`config.mk`:
```
export PLATFORM = sky130hd
export DESIGN_NAME = txq_apb_ctrl
export DESIGN_NICKNAME = d
export VERILOG_FILES = /design/src/rtl/txq_pkg.sv /design/src/rtl/txq_fifo.sv /design/src/rtl/txq_pacer.sv /design/src/rtl/txq_apb_ctrl.sv
export SDC_FILE = /design/constraint.sdc
export NUM_CORES = 1
export LEC_CHECK = 0
export BUFFER_PORTS_ARGS = -buffer_cell sky130_fd_sc_hd__buf_2
export CAP_MARGIN = 20
export CORE_UTILIZATION = 56
export DETAILED_ROUTE_END_ITERATION = 10
export GPL_TIMING_DRIVEN = 1
export PLACE_DENSITY = 0.79
export SLEW_MARGIN = 20
export SYNTH_ARGS = -nofsm -noshare
export SYNTH_HDL_FRONTEND = slang
export SYNTH_SLANG_ARGS = --single-unit
export TNS_END_PERCENT = 10
```
`constraint.sdc`:
```
create_clock -name pclk -period 5.9 [get_ports pclk]
set_input_delay 0.885 -clock pclk [delete_from_list [all_inputs] [get_ports pclk]]
set_output_delay 0.885 -clock pclk [all_outputs]
set_load 0.05 [all_outputs]
```
`src/rtl/txq_pkg.sv`:
```
package txq_pkg;
  // register byte offsets
  localparam logic [4:0] OFF_STAT   = 5'h00;
  localparam logic [4:0] OFF_THRESH = 5'h04;
  localparam logic [4:0] OFF_INTERP = 5'h08;
  localparam logic [4:0] OFF_RUNS   = 5'h0C;
  localparam logic [4:0] OFF_SAMPLE = 5'h10;
  // status bit positions
  localparam int B_EN    = 0;
  localparam int B_STOP  = 1;
  localparam int B_LOOP  = 2;
  localparam int B_CLR   = 3;
  localparam int B_SPACE = 4;
  localparam int B_DATA  = 5;

  // runs word: underruns high, overruns low
  function automatic logic [31:0] runs_word(input logic [15:0] ovr, input logic [15:0] und);
    return {und, ovr};
  endfunction

  // interpolation value 0 behaves as 1
  function automatic logic [15:0] pace_len(input logic [15:0] val);
    return (val == 16'd0) ? 16'd1 : val;
  endfunction
endpackage

```
`src/rtl/txq_fifo.sv`:
```
module txq_fifo #(
  parameter int W     = 32,
  parameter int DEPTH = 16
) (
  input  logic         clk,
  input  logic         rst_n,
  input  logic         flush,
  input  logic         push,
  input  logic         pop,
  input  logic [W-1:0] din,
  output logic [W-1:0] dout,
  output logic         full,
  output logic         empty
);
  localparam int AW = (DEPTH > 1) ? $clog2(DEPTH) : 1;
  localparam int CW = $clog2(DEPTH + 1);

  logic [W-1:0]  mem [DEPTH];
  logic [AW-1:0] wr_ptr, rd_ptr;
  logic [CW-1:0] count;

  function automatic logic [AW-1:0] bump(input logic [AW-1:0] p);
    return (p == AW'(DEPTH - 1)) ? '0 : p + 1'b1;
  endfunction

  assign full  = (count == CW'(DEPTH));
  assign empty = (count == '0);
  assign dout  = mem[rd_ptr];

  always_ff @(posedge clk) begin
    if (push && !full) mem[wr_ptr] <= din;
  end

  always_ff @(posedge clk or negedge rst_n) begin
    if (!rst_n) begin
      wr_ptr <= '0;
      rd_ptr <= '0;
      count  <= '0;
    end else if (flush) begin
      wr_ptr <= '0;
      rd_ptr <= '0;
      count  <= '0;
    end else begin
      if (push && !full) wr_ptr <= bump(wr_ptr);
      if (pop && !empty) rd_ptr <= bump(rd_ptr);
      case ({push && !full, pop && !empty})
        2'b10:   count <= count + 1'b1;
        2'b01:   count <= count - 1'b1;
        default: count <= count;
      endcase
    end
  end
endmodule

```
`src/rtl/txq_pacer.sv`:
```
module txq_pacer #(
  parameter int IW = 16
) (
  input  logic          clk,
  input  logic          rst_n,
  input  logic          run,
  input  logic [IW-1:0] len,
  output logic          tick
);
  import txq_pkg::*;

  logic [IW-1:0] cnt;
  logic [15:0]   len_eff;

  assign len_eff = pace_len(16'(len));
  assign tick    = run && ({16'd0, cnt} >= {16'd0, len_eff} - 32'd1);

  always_ff @(posedge clk or negedge rst_n) begin
    if (!rst_n)      cnt <= '0;
    else if (!run)   cnt <= '0;
    else if (tick)   cnt <= '0;
    else             cnt <= cnt + 1'b1;
  end
endmodule

```
`src/rtl/txq_apb_ctrl.sv`:
```
module txq_apb_ctrl #(
  parameter int ADDR_W   = 5,
  parameter int DEPTH    = 16,
  parameter int INTERP_W = 16
) (
  input  logic              pclk,
  input  logic              presetn,
  input  logic [ADDR_W-1:0] paddr,
  input  logic              psel,
  input  logic              penable,
  input  logic              pwrite,
  input  logic [31:0]       pwdata,
  output logic [31:0]       prdata,
  output logic              pready,
  output logic              pslverr,
  output logic              smp_valid,
  output logic [15:0]       smp_i,
  output logic [15:0]       smp_q,
  output logic              loop_mode
);
  import txq_pkg::*;

  localparam int HALF = 16;

  logic [4:0]          reg_off;
  logic                bus_wr, bus_rd;
  logic                tx_en, loop_en;
  logic [31:0]         thresh;
  logic [INTERP_W-1:0] interp;
  logic [HALF-1:0]     ovr_cnt, und_cnt;
  logic                fifo_full, fifo_empty;
  logic [31:0]         fifo_head;
  logic                tick;

  // named internal events (observed by the checker)
  logic ev_clr, ev_wsmp, ev_push, ev_ovr, ev_pop, ev_und;

  assign reg_off = 5'(paddr);
  assign bus_wr  = psel && penable && pwrite;
  assign bus_rd  = psel && !pwrite;
  assign pready  = 1'b1;
  assign pslverr = 1'b0;

  assign ev_clr  = bus_wr && (reg_off == OFF_STAT) && pwdata[B_CLR];
  assign ev_wsmp = bus_wr && (reg_off == OFF_SAMPLE);
  assign ev_push = ev_wsmp && !fifo_full;
  assign ev_ovr  = ev_wsmp && fifo_full;
  assign ev_pop  = tick && !fifo_empty;
  assign ev_und  = tick && fifo_empty;

  txq_fifo #(.W(32), .DEPTH(DEPTH)) u_fifo (
    .clk   (pclk),
    .rst_n (presetn),
    .flush (ev_clr),
    .push  (ev_push),
    .pop   (ev_pop),
    .din   (pwdata),
    .dout  (fifo_head),
    .full  (fifo_full),
    .empty (fifo_empty)
  );

  txq_pacer #(.IW(INTERP_W)) u_pacer (
    .clk   (pclk),
    .rst_n (presetn),
    .run   (tx_en),
    .len   (interp),
    .tick  (tick)
  );

  // configuration registers
  always_ff @(posedge pclk or negedge presetn) begin
    if (!presetn) begin
      tx_en   <= 1'b0;
      loop_en <= 1'b0;
      thresh  <= '0;
      interp  <= INTERP_W'(1);
    end else if (bus_wr) begin
      case (reg_off)
        OFF_STAT: begin
          tx_en   <= pwdata[B_EN] && !pwdata[B_STOP];
          loop_en <= pwdata[B_LOOP];
        end
        OFF_THRESH: thresh <= pwdata;
        OFF_INTERP: interp <= pwdata[INTERP_W-1:0];
        default: ;
      endcase
    end
  end

  // run counters
  always_ff @(posedge pclk or negedge presetn) begin
    if (!presetn) begin
      ovr_cnt <= '0;
      und_cnt <= '0;
    end else if (ev_clr) begin
      ovr_cnt <= '0;
      und_cnt <= '0;
    end else begin
      if (ev_ovr) ovr_cnt <= ovr_cnt + 1'b1;
      if (ev_und) und_cnt <= und_cnt + 1'b1;
    end
  end

  // consumer-side output
  always_ff @(posedge pclk or negedge presetn) begin
    if (!presetn) begin
      smp_valid <= 1'b0;
      smp_i     <= '0;
      smp_q     <= '0;
    end else begin
      smp_valid <= ev_pop;
      if (ev_pop) begin
        smp_i <= fifo_head[31:16];
        smp_q <= fifo_head[15:0];
      end
    end
  end

  assign loop_mode = loop_en;

  // read mux
  always_comb begin
    prdata = '0;
    if (bus_rd) begin
      case (reg_off)
        OFF_STAT: begin
          prdata[B_EN]    = tx_en;
          prdata[B_LOOP]  = loop_en;
          prdata[B_SPACE] = !fifo_full;
          prdata[B_DATA]  = !fifo_empty;
        end
        OFF_THRESH: prdata = thresh;
        OFF_INTERP: prdata = 32'(interp);
        OFF_RUNS:   prdata = runs_word(ovr_cnt, und_cnt);
        default:    prdata = '0;
      endcase
    end
  end
endmodule

```
==> impl_metrics.tcl, run 1 <==
set metrics [dict create \
    vias_per_cell 6.465 \
    yosysSeqAreaShare 0.7066 \
    max_freq_ghz 0.1837 \
    syn_inst 1445 \
    die_width_um 221.0 \
    syn_to_final_growth_pct 13.32 \
    cts_tree "built" \
    cts_htree_levels 3 \
    status "complete, no violations" \
    maxCapViolCount 0 \
    min_period_ns 5.444 \
    drtPass1Iterations 5 \
    floorplan.rows 79 \
    dp_hpwl_mm 33.85 \
    grt_pass1_vias 14763 \
    synth-seq-cells 656 \
    peakVddDrop_mv 0.2558 \
    hold_path_class "in -> async" \
    post-synth-top-count-cell "edfxtp_1" \
    syn_nets 1516 \
    path_clk_slew_ns 0.06 \
    cts_sinks 656 \
    async_flop_share 0.2195 \
    antenna_found_initial 0 \
    grt_max_degree 74 \
    setup_viol 0 \
    multi_input_area_um2 7627 \
    num_antenna_cells 0 \
    vias 14463 \
    relSlewSlack 0.2265 \
    cts_buffers 66 \
    drtAntennaViolNets 0 \
    die_h_um 221.0 \
    holdBufCountCts 0 \
    skew_ns 0.02134 \
    io_pins 110 \
    slew_violations 0 \
    initial_core_util 0.5721 \
    synth_cell_types 61 \
    netlist_area_um2 26860 \
    yosys.area.top_type_share 0.5724 \
    worstSetupStartpointType "flop" \
    synth_edf_count 512 \
    root_buffer "clkbuf_16" \
    wl_per_cell_um 28.18 \
    wirelength_mm 63.04 \
    yosysTopAreaCell "edfxtp_1" \
    grt_pass1_wl_mm 94.40 \
    drc_errors 0 \
    synth_flop_cell "edfxtp_1" \
    p_per_area_nw_per_um2 409.4 \
    worstPathArrival_ns 5.95 \
    initialDrtViolationCount 1325 \
    cts_buffer_depth 3 \
    finalHoldViolCount 0 \
    worstPathMaxFanout 7 \
    timing.final.crit_share 0.9227 \
    tns_ns 0 \
    avgSynthCellArea_um2 18.59 \
    required_ns 6.40 \
    port_buffers 107 \
    whs_ns 0.3325 \
    clkLatencyLatePin_ns 0.59 \
    synth_commonest_cells "edfxtp_1 (512), mux4_2 (160), dfrtp_1 (143)" \
    synth_area_leaders "edfxtp_1 (57%), mux4_2 (13%), dfrtp_1 (13%), mux2_2 (2.9%), nor2_1 (1.4%)" \
    postLayoutCoreUtil 0.6483 \
    layout-drive-gt1-share 0.3061 \
    yosysWarnings 0 \
    worst-setup-path-type "reg -> reg" \
    rsz0062_at_grt "no" \
    cp-end-kind "flop" \
    fin_nets 1647 \
    fillCellCount 3015 \
    tightest_slew_ns 1.160 \
    register_area_um2 18990 \
    die_area_um2 48850 \
    leakage_nw 11.01 \
    grt_usage 0.2626 \
    coreArea_um2 46950 \
    overflow 0 \
    globalplace.congestion 0.8568 \
]
-- stage by stage --
stage                     cell area [um2]  worst slack (ns)  total power [mW]  std cells
after floorplan                     26860            0.7656             7.509       1445
after global placement              28130            0.6103             8.103       2113
after detailed placement            28130            0.4084             8.183       2113
after CTS                           30390            0.3728             12.52       2235
after global routing                30440           0.02774             12.88       2237
final                               30440            0.4562             12.46       2237
-- power breakdown --
| part | leakage, nW | internal [mW] | switching (mW) |
|---|---|---|---|
| combinational | 3.40 | 1.28 | 1.27 |
| clock | 1.10 | 2.61 | 1.73 |
| sequential | 6.50 | 5.16 | 0.399 |
-- area by class of cell --
type	instances	area share
clock buffer	89	0.06232
clock inverter	33	0.01196
inverter	14	0.001891
multi-input combinational	706	0.2506
sequential	656	0.6239
tap	607	0.02495
timing repair buffer	132	0.02438
-- layer usage --
metal  track usage  part of all wire
met1        0.3550              0.39
met2        0.4445              0.51
met3       0.04647             0.080
met4       0.07128             0.018
met5             0                 0
-- flip-flops by register name, indices dropped and copies added (netlist names) --
| signal | flops |
|---|---|
| und_cnt | 16 |
| loop_mode | 1 |
| ovr_cnt | 16 |
| smp_i | 16 |
| interp | 16 |
| smp_valid | 1 |
| u_fifo.mem | 512 |
| u_pacer.cnt | 16 |
| thresh | 32 |
| u_fifo.wr_ptr | 4 |
| u_fifo.count | 5 |
| smp_q | 16 |
| tx_en | 1 |
| u_fifo.rd_ptr | 4 |
-- worst paths after layout --
path	cells past startpoint	startpoint	slack (ns)	end
max	20	interp[0]	0.46	u_fifo.count[4]
min	1	presetn	0.33	u_pacer.cnt[5]
max reg2reg	20	interp[0]	0.46	u_fifo.count[4]
min reg2reg	1	smp_q[14]	0.48	smp_q[14]
max in group asynchronous	2	presetn	4.45	u_fifo.rd_ptr[2]
min in group pclk	1	smp_q[14]	0.48	smp_q[14]
-- cells in the final DEF, fill, tap and decap left out, types with 8 or more instances in the layout --
master	netlist	final
xnor2_1	30	30
ha_1	28	27
nand4_1	15	15
a21oi_1	25	25
and2_1	11	8
nand3_1	23	23
clkbuf_16	0	73
o21ai_0	17	17
nand2_1	43	43
nor3_1	16	12
nor4_2	6	10
nor2_1	101	97
edfxtp_1	512	512
buf_2	13	106
xor2_1	22	22
clkinv_1	0	11
mux4_2	160	160
and3_1	13	13
mux2_1	26	26
bufinv_16	0	8
clkbuf_1	45	15
buf_4	3	24
inv_1	12	12
mux2_2	68	68
dfrtp_1	143	139
clkinv_2	0	10
a22oi_1	28	28
-- critical path: stages, from the launching register on --
cell and delay, ns:
dfstp_2 0.57, nor3_1 0.07, and2_1 0.19, a31oi_1 0.25, ha_2 0.27, or4b_4 0.51, or3_1 0.36, nor3_1 0.19
xnor2_1 0.10, ha_1 0.27, nand4_1 0.11, or3_1 0.44, o31ai_4 0.34, o21a_4 0.25, nand3_2 0.18, fa_1 0.51
nor2b_1 0.13, o21ai_0 0.09, nand2b_1 0.09, mux2i_1 0.22, mux2i_1 0.21
-- repair_timing --
| action | 4_1_cts | 5_1_grt |
|---|---|---|
| gates resized for setup | 0 | 4 |
| setup buffers | 0 | 2 |
| setup endpoints to repair | 0 | 2 |
-- cell families after synthesis --
logic type	after synthesis	synth area share
flip-flops	656	0.7066
XOR/XNOR	52	0.01695
adder cells (fa/ha/maj)	29	0.01379
multiplexers	260	0.1758
AND/OR/NAND/NOR	273	0.05114
buffers and inverters	83	0.01355
other	2	0.0002796
AO/OA/AOI/OAI	90	0.02194
No activity file was read; power rests on OpenSTA's default activity.
==> run 2, diff against run 1 <==
CTS_BUF_LIST = sky130_fd_sc_hd__clkbuf_4 sky130_fd_sc_hd__clkbuf_8 sky130_fd_sc_hd__clkbuf_16   (was not set)
==> impl_metrics.tcl, run 2 (synthesis gave the netlist of run 1 again) <==
set metrics [dict create \
    crit_slowest_cell "dfstp_2" \
    tightest_slew_ns 1.169 \
    peakVddDrop_mv 0.2547 \
    worst-setup-path-type "reg -> reg" \
    worstSetupStartpointType "flop" \
    pre_cts_ws_ns 0.4084 \
    antenna_found_initial 1 \
    reg_top3 "u_fifo.mem x512, thresh x32" \
    drtPass1Iterations 7 \
    die_width_um 221.0 \
    hold_path_class "in -> async" \
    grt_max_degree 74 \
    ff2ff_path_depth 20 \
    vias_per_cell 6.463 \
    syn_to_final_growth_pct 13.53 \
    fin_nets 1647 \
    clkLatencyLatePin_ns 0.59 \
    die_area_um2 48850 \
    status "complete, no violations" \
    switching_power_mw 3.425 \
    grt_usage 0.2646 \
    grt_pass1_vias 14821 \
    pwr-share-seq 0.443 \
    wl_per_cell_um 28.37 \
    io_pins 110 \
    slew_violations 0 \
    largest_register_ffs 512 \
    max_freq_ghz 0.1835 \
    layout-drive-gt1-share 0.3153 \
    vias 14457 \
    power.share.combinational 0.204 \
    cts_sinks 656 \
    swShare 0.2729 \
    required_ns 6.41 \
    root_buffer "clkbuf_16" \
    skew_ns 0.02146 \
    p_per_area_nw_per_um2 411.6 \
    cp-end-kind "flop" \
    crit_chain "nor3_1 > and2_1 > a31oi_1 > ha_2 > or4b_4 > or3_1 > nor3_1 > xnor2_1 > ha_1 > nand4_1 > or3_1 > o31ai_4 > o21a_4 > nand3_2 > fa_1 > nor2b_1 > o21ai_0 > nand2b_1 > mux2i_1 > mux2i_1" \
    cts_buffer_depth 3 \
    intPower_mw 9.127 \
    worstPathArrival_ns 5.96 \
    worstPathMaxFanout 7 \
    cts_htree_levels 3 \
    wirelength_mm 63.47 \
    relSlewSlack 0.2209 \
    port_buffers 107 \
    min_period_ns 5.450 \
    finalHoldViolCount 0 \
    regMostFlops "u_fifo.mem" \
    crit_path_max_incr_delay_ns 0.57 \
    r2r-end "u_fifo.count[4]" \
    floorplan.rows 79 \
    timing.final.crit_share 0.9238 \
    globalplace.congestion 0.8568 \
    rsz0062_at_grt "no" \
    leakage_nw 11.06 \
    layout_common_cells "edfxtp_1 (512), mux4_2 (160), dfrtp_1 (139)" \
    maxCapViolCount 0 \
    drtAntennaViolNets 0 \
    drc_errors 0 \
    cts_tree "built" \
    coreArea_um2 46950 \
    rrSetupSlack_ns 0.45 \
    initialDrtViolationCount 1429 \
    power_frac_clock 0.353 \
    num_antenna_cells 0 \
    tns_ns 0 \
    initial_core_util 0.5721 \
    setup_viol 0 \
    timing.final.ws_setup_ns 0.4498 \
    overflow 0 \
    r2r-start "interp[0]" \
    dp_hpwl_mm 33.85 \
    grt_pass1_wl_mm 94.76 \
    final_common_cell "edfxtp_1" \
    die_h_um 221.0 \
    cts_buffers 66 \
    path_clk_slew_ns 0.06 \
]
[run 2: cell counts in the layout (fill, tap and decap cells not counted)]
Identical to the previous run, type by type.
[run 2: per-layer routing]
layer | GRT usage | wire [um] | up-vias
li1 | - | - | 6019
met1 | 0.3503 | 24650 | 7590
met2 | 0.4518 | 32740 | 744
met3 | 0.04701 | 4776 | 102
met4 | 0.08053 | 1283 | 2
met5 | 0 | 13 | -
[run 2: layout make-up]
class                           count  area (um2)
Clock buffer                       89        1953
Clock inverter                     33       364.1
Fill cell                        3024       16460
Inverter                           14       57.56
Multi-Input combinational cell    706        7627
Sequential cell                   656       18990
Tap cell                          607       759.5
Timing Repair Buffer              132       742.0
[run 2: critical path: cells and delay by family (launching register included)]
kind                     cells  cell delay [ns]
AO/OA/AOI/OAI                4             0.93
XOR/XNOR                     1             0.10
adder cells (fa/ha/maj)      3             1.05
flip-flops                   1             0.57
multiplexers                 2             0.43
AND/OR/NAND/NOR             10             2.30
[run 2: worst max path at each step]
stage | startpoint | endpoint
after CTS | interp[0] | u_fifo.count[4]
final | interp[0] | u_fifo.count[4]
after floorplan | paddr[3] | u_fifo.mem[3][0]
after global routing | interp[0] | u_fifo.count[4]
after global placement | interp[0] | u_fifo.count[4]
after detailed placement | interp[0] | u_fifo.count[4]
[run 2: what timing repair did]
item | CTS | global route
gates resized for setup | 0 | 4
setup endpoints to repair | 0 | 2
hold buffers | 0 | 0
hold endpoints to repair | 0 | 0
buffers inserted | 0 | 2
[run 2: power by group through the flow]
stage | Sequential (mW) | Clock, mW | Combinational, mW
after global placement | 5.65 | 0 | 2.46
after CTS | 5.57 | 4.47 | 2.57
after global routing | 5.60 | 4.63 | 2.73
after detailed placement | 5.66 | 0 | 2.53
after floorplan | 5.64 | 0 | 1.87
final | 5.57 | 4.43 | 2.56
[run 2: stage by stage]
step                total power, mW  instances  area (um2)  utilization  hold WS [ns]
floorplan                     7.509       1445       26860            -        0.4754
global placement              8.103       2113       28130       0.5991        0.4618
CTS                           12.61       2235       30450       0.6486        0.3351
global route                  12.96       2237       30500       0.6495        0.3830
detailed placement            8.183       2113       28130       0.5992        0.4724
finish                        12.55       2237       30500       0.6495        0.3332
==> run 3, diff against run 2 <==
clock period = 6.1 ns   (was 5.9 ns; I/O delays follow)
==> impl_metrics.tcl, run 3 (synthesis gave the netlist of run 1 again) <==
set metrics [dict create \
    drc_errors 0 \
    port_buffers 107 \
    timing.final.crit_share 0.9215 \
    grt_pass1_vias 14987 \
    drtAntennaViolNets 0 \
    critical_path_buf_inv_count 1 \
    vias_per_cell 6.445 \
    layout_common_cells "edfxtp_1 (512), mux4_2 (160), dfrtp_1 (139)" \
    dp_hpwl_mm 33.90 \
    cts_buffer_depth 3 \
    grt_usage 0.2641 \
    worstPathArrival_ns 6.13 \
    wirelength_mm 63.32 \
    crit_path_max_incr_delay_ns 0.57 \
    hold_path_class "in -> async" \
    regMostFlops "u_fifo.mem" \
    final_common_cell "edfxtp_1" \
    maxCapViolCount 0 \
    worstSetupStartpointType "flop" \
    layout-drive-gt1-share 0.3155 \
    fin_nets 1645 \
    tightest_slew_ns 1.193 \
    tns_ns 0 \
    cts_tree "built" \
    crit_chain "nor3_1 > and2_1 > a31oi_1 > ha_1 > or4b_1 > or3_1 > nor3_1 > xnor2_1 > ha_1 > nand4_1 > or3_1 > o31ai_2 > o21a_4 > nand3_2 > inv_2 > ha_1 > nor2b_1 > o21ai_0 > nand2b_1 > mux2i_1 > mux2i_1" \
    relSlewSlack 0.2048 \
    die_width_um 221.0 \
    coreArea_um2 46950 \
    cts_setup_buffers 0 \
    max_freq_ghz 0.1779 \
    syn_to_final_growth_pct 13.22 \
    cts_sinks 656 \
    status "complete, no violations" \
    reg_top3 "u_fifo.mem x512, thresh x32" \
    floorplan.rows 79 \
    overflow 0 \
    finalHoldViolCount 0 \
    holdBufCountCts 0 \
    num_antenna_cells 0 \
    cts_htree_levels 3 \
    cp-end-kind "flop" \
    clkLatencyLatePin_ns 0.59 \
    worstPathMaxFanout 8 \
    required_ns 6.60 \
    cts_buffers 67 \
    wl_per_cell_um 28.35 \
    leakage_nw 11.02 \
    crit_family "simple AND/OR/NAND/NOR gates" \
    slew_violations 0 \
    grt_max_degree 100 \
    largest_register_ffs 512 \
    crit_slowest_cell "dfstp_2" \
    cts_resized 0 \
    min_period_ns 5.621 \
    rsz0062_at_grt "no" \
    root_buffer "clkbuf_16" \
    postLayoutCoreUtil 0.6478 \
    setup_viol 0 \
    antenna_found_initial 3 \
    path_common_cell "ha_1" \
    whs_ns 0.4063 \
    peakVddDrop_mv 0.2409 \
    finalInstanceArea_um2 30410 \
    worst-setup-path-type "reg -> reg" \
    initial_core_util 0.5721 \
    globalplace.congestion 0.8666 \
    path_clk_slew_ns 0.07 \
    initialDrtViolationCount 1398 \
    p_per_area_nw_per_um2 395.9 \
    place_area_um2 28130 \
    grt_pass1_wl_mm 94.79 \
    io_pins 110 \
    die_area_um2 48850 \
    drtPass1Iterations 7 \
    skew_ns 0.01798 \
    die_h_um 221.0 \
    vias 14391 \
]
[run 3: cell count changes in the layout (fill, tap and decap cells not counted), moves of 3 or more]
cell       before  now
clkinv_2       10    6
bufinv_16       8    5
clkinv_4        1    4
clkbuf_4       15   19
clkinv_1       11    6
buf_4          24   20
clkbuf_8        1    6
[run 3: worst paths after layout]
check,startpoint,to,slack [ns],cells after the start
max,interp[0],u_fifo.count[4],0.48,21
min,presetn,u_pacer.cnt[7],0.41,1
max in group asynchronous,presetn,smp_q[11],4.50,2
min in group pclk,smp_i[6],smp_i[6],0.48,1
min reg2reg,smp_i[6],smp_i[6],0.48,1
max reg2reg,interp[0],u_fifo.count[4],0.48,21
[run 3: where the power goes]
group	total, mW	switching, mW	internal, mW
registers	5.39	0.393	4.99
clock network	4.21	1.71	2.50
logic	2.45	1.22	1.23
total	12.0	3.32	8.72
[run 3: final cells by class]
cell class,instances,area (um2)
Fill cell,3012,16540
Multi-Input combinational cell,706,7611
Timing Repair Buffer,129,734.5
Clock buffer,95,1988
Clock inverter,26,276.5
Inverter,14,55.05
Sequential cell,656,18990
Tap cell,607,759.5
[run 3: worst reg2reg max path: stages (launching register included)]
cell and delay, ns:
dfstp_2 0.57, nor3_1 0.06, and2_1 0.20, a31oi_1 0.23, ha_1 0.26, or4b_1 0.56, or3_1 0.38, nor3_1 0.19
xnor2_1 0.10, ha_1 0.27, nand4_1 0.12, or3_1 0.41, o31ai_2 0.38, o21a_4 0.27, nand3_2 0.18, inv_2 0.23
ha_1 0.29, nor2b_1 0.15, o21ai_0 0.20, nand2b_1 0.10, mux2i_1 0.19, mux2i_1 0.19
[run 3: metrics by stage]
| step | setup WS [ns] | total power [mW] | cells |
|---|---|---|---|
| after detailed placement | 0.5409 | 7.898 | 2111 |
| after floorplan | 0.9356 | 7.262 | 1445 |
| after global routing | 0.1465 | 12.45 | 2233 |
| after global placement | 0.7993 | 7.836 | 2111 |
| final | 0.4787 | 12.04 | 2233 |
| after CTS | 0.5186 | 12.10 | 2232 |
[run 3: metal layers]
metal | up-vias | part of all wire | track usage
li1 | 6011 | - | -
met1 | 7534 | 0.38 | 0.3469
met2 | 729 | 0.51 | 0.4461
met3 | 117 | 0.082 | 0.05298
met4 | 0 | 0.025 | 0.08595
met5 | - | 0 | 0
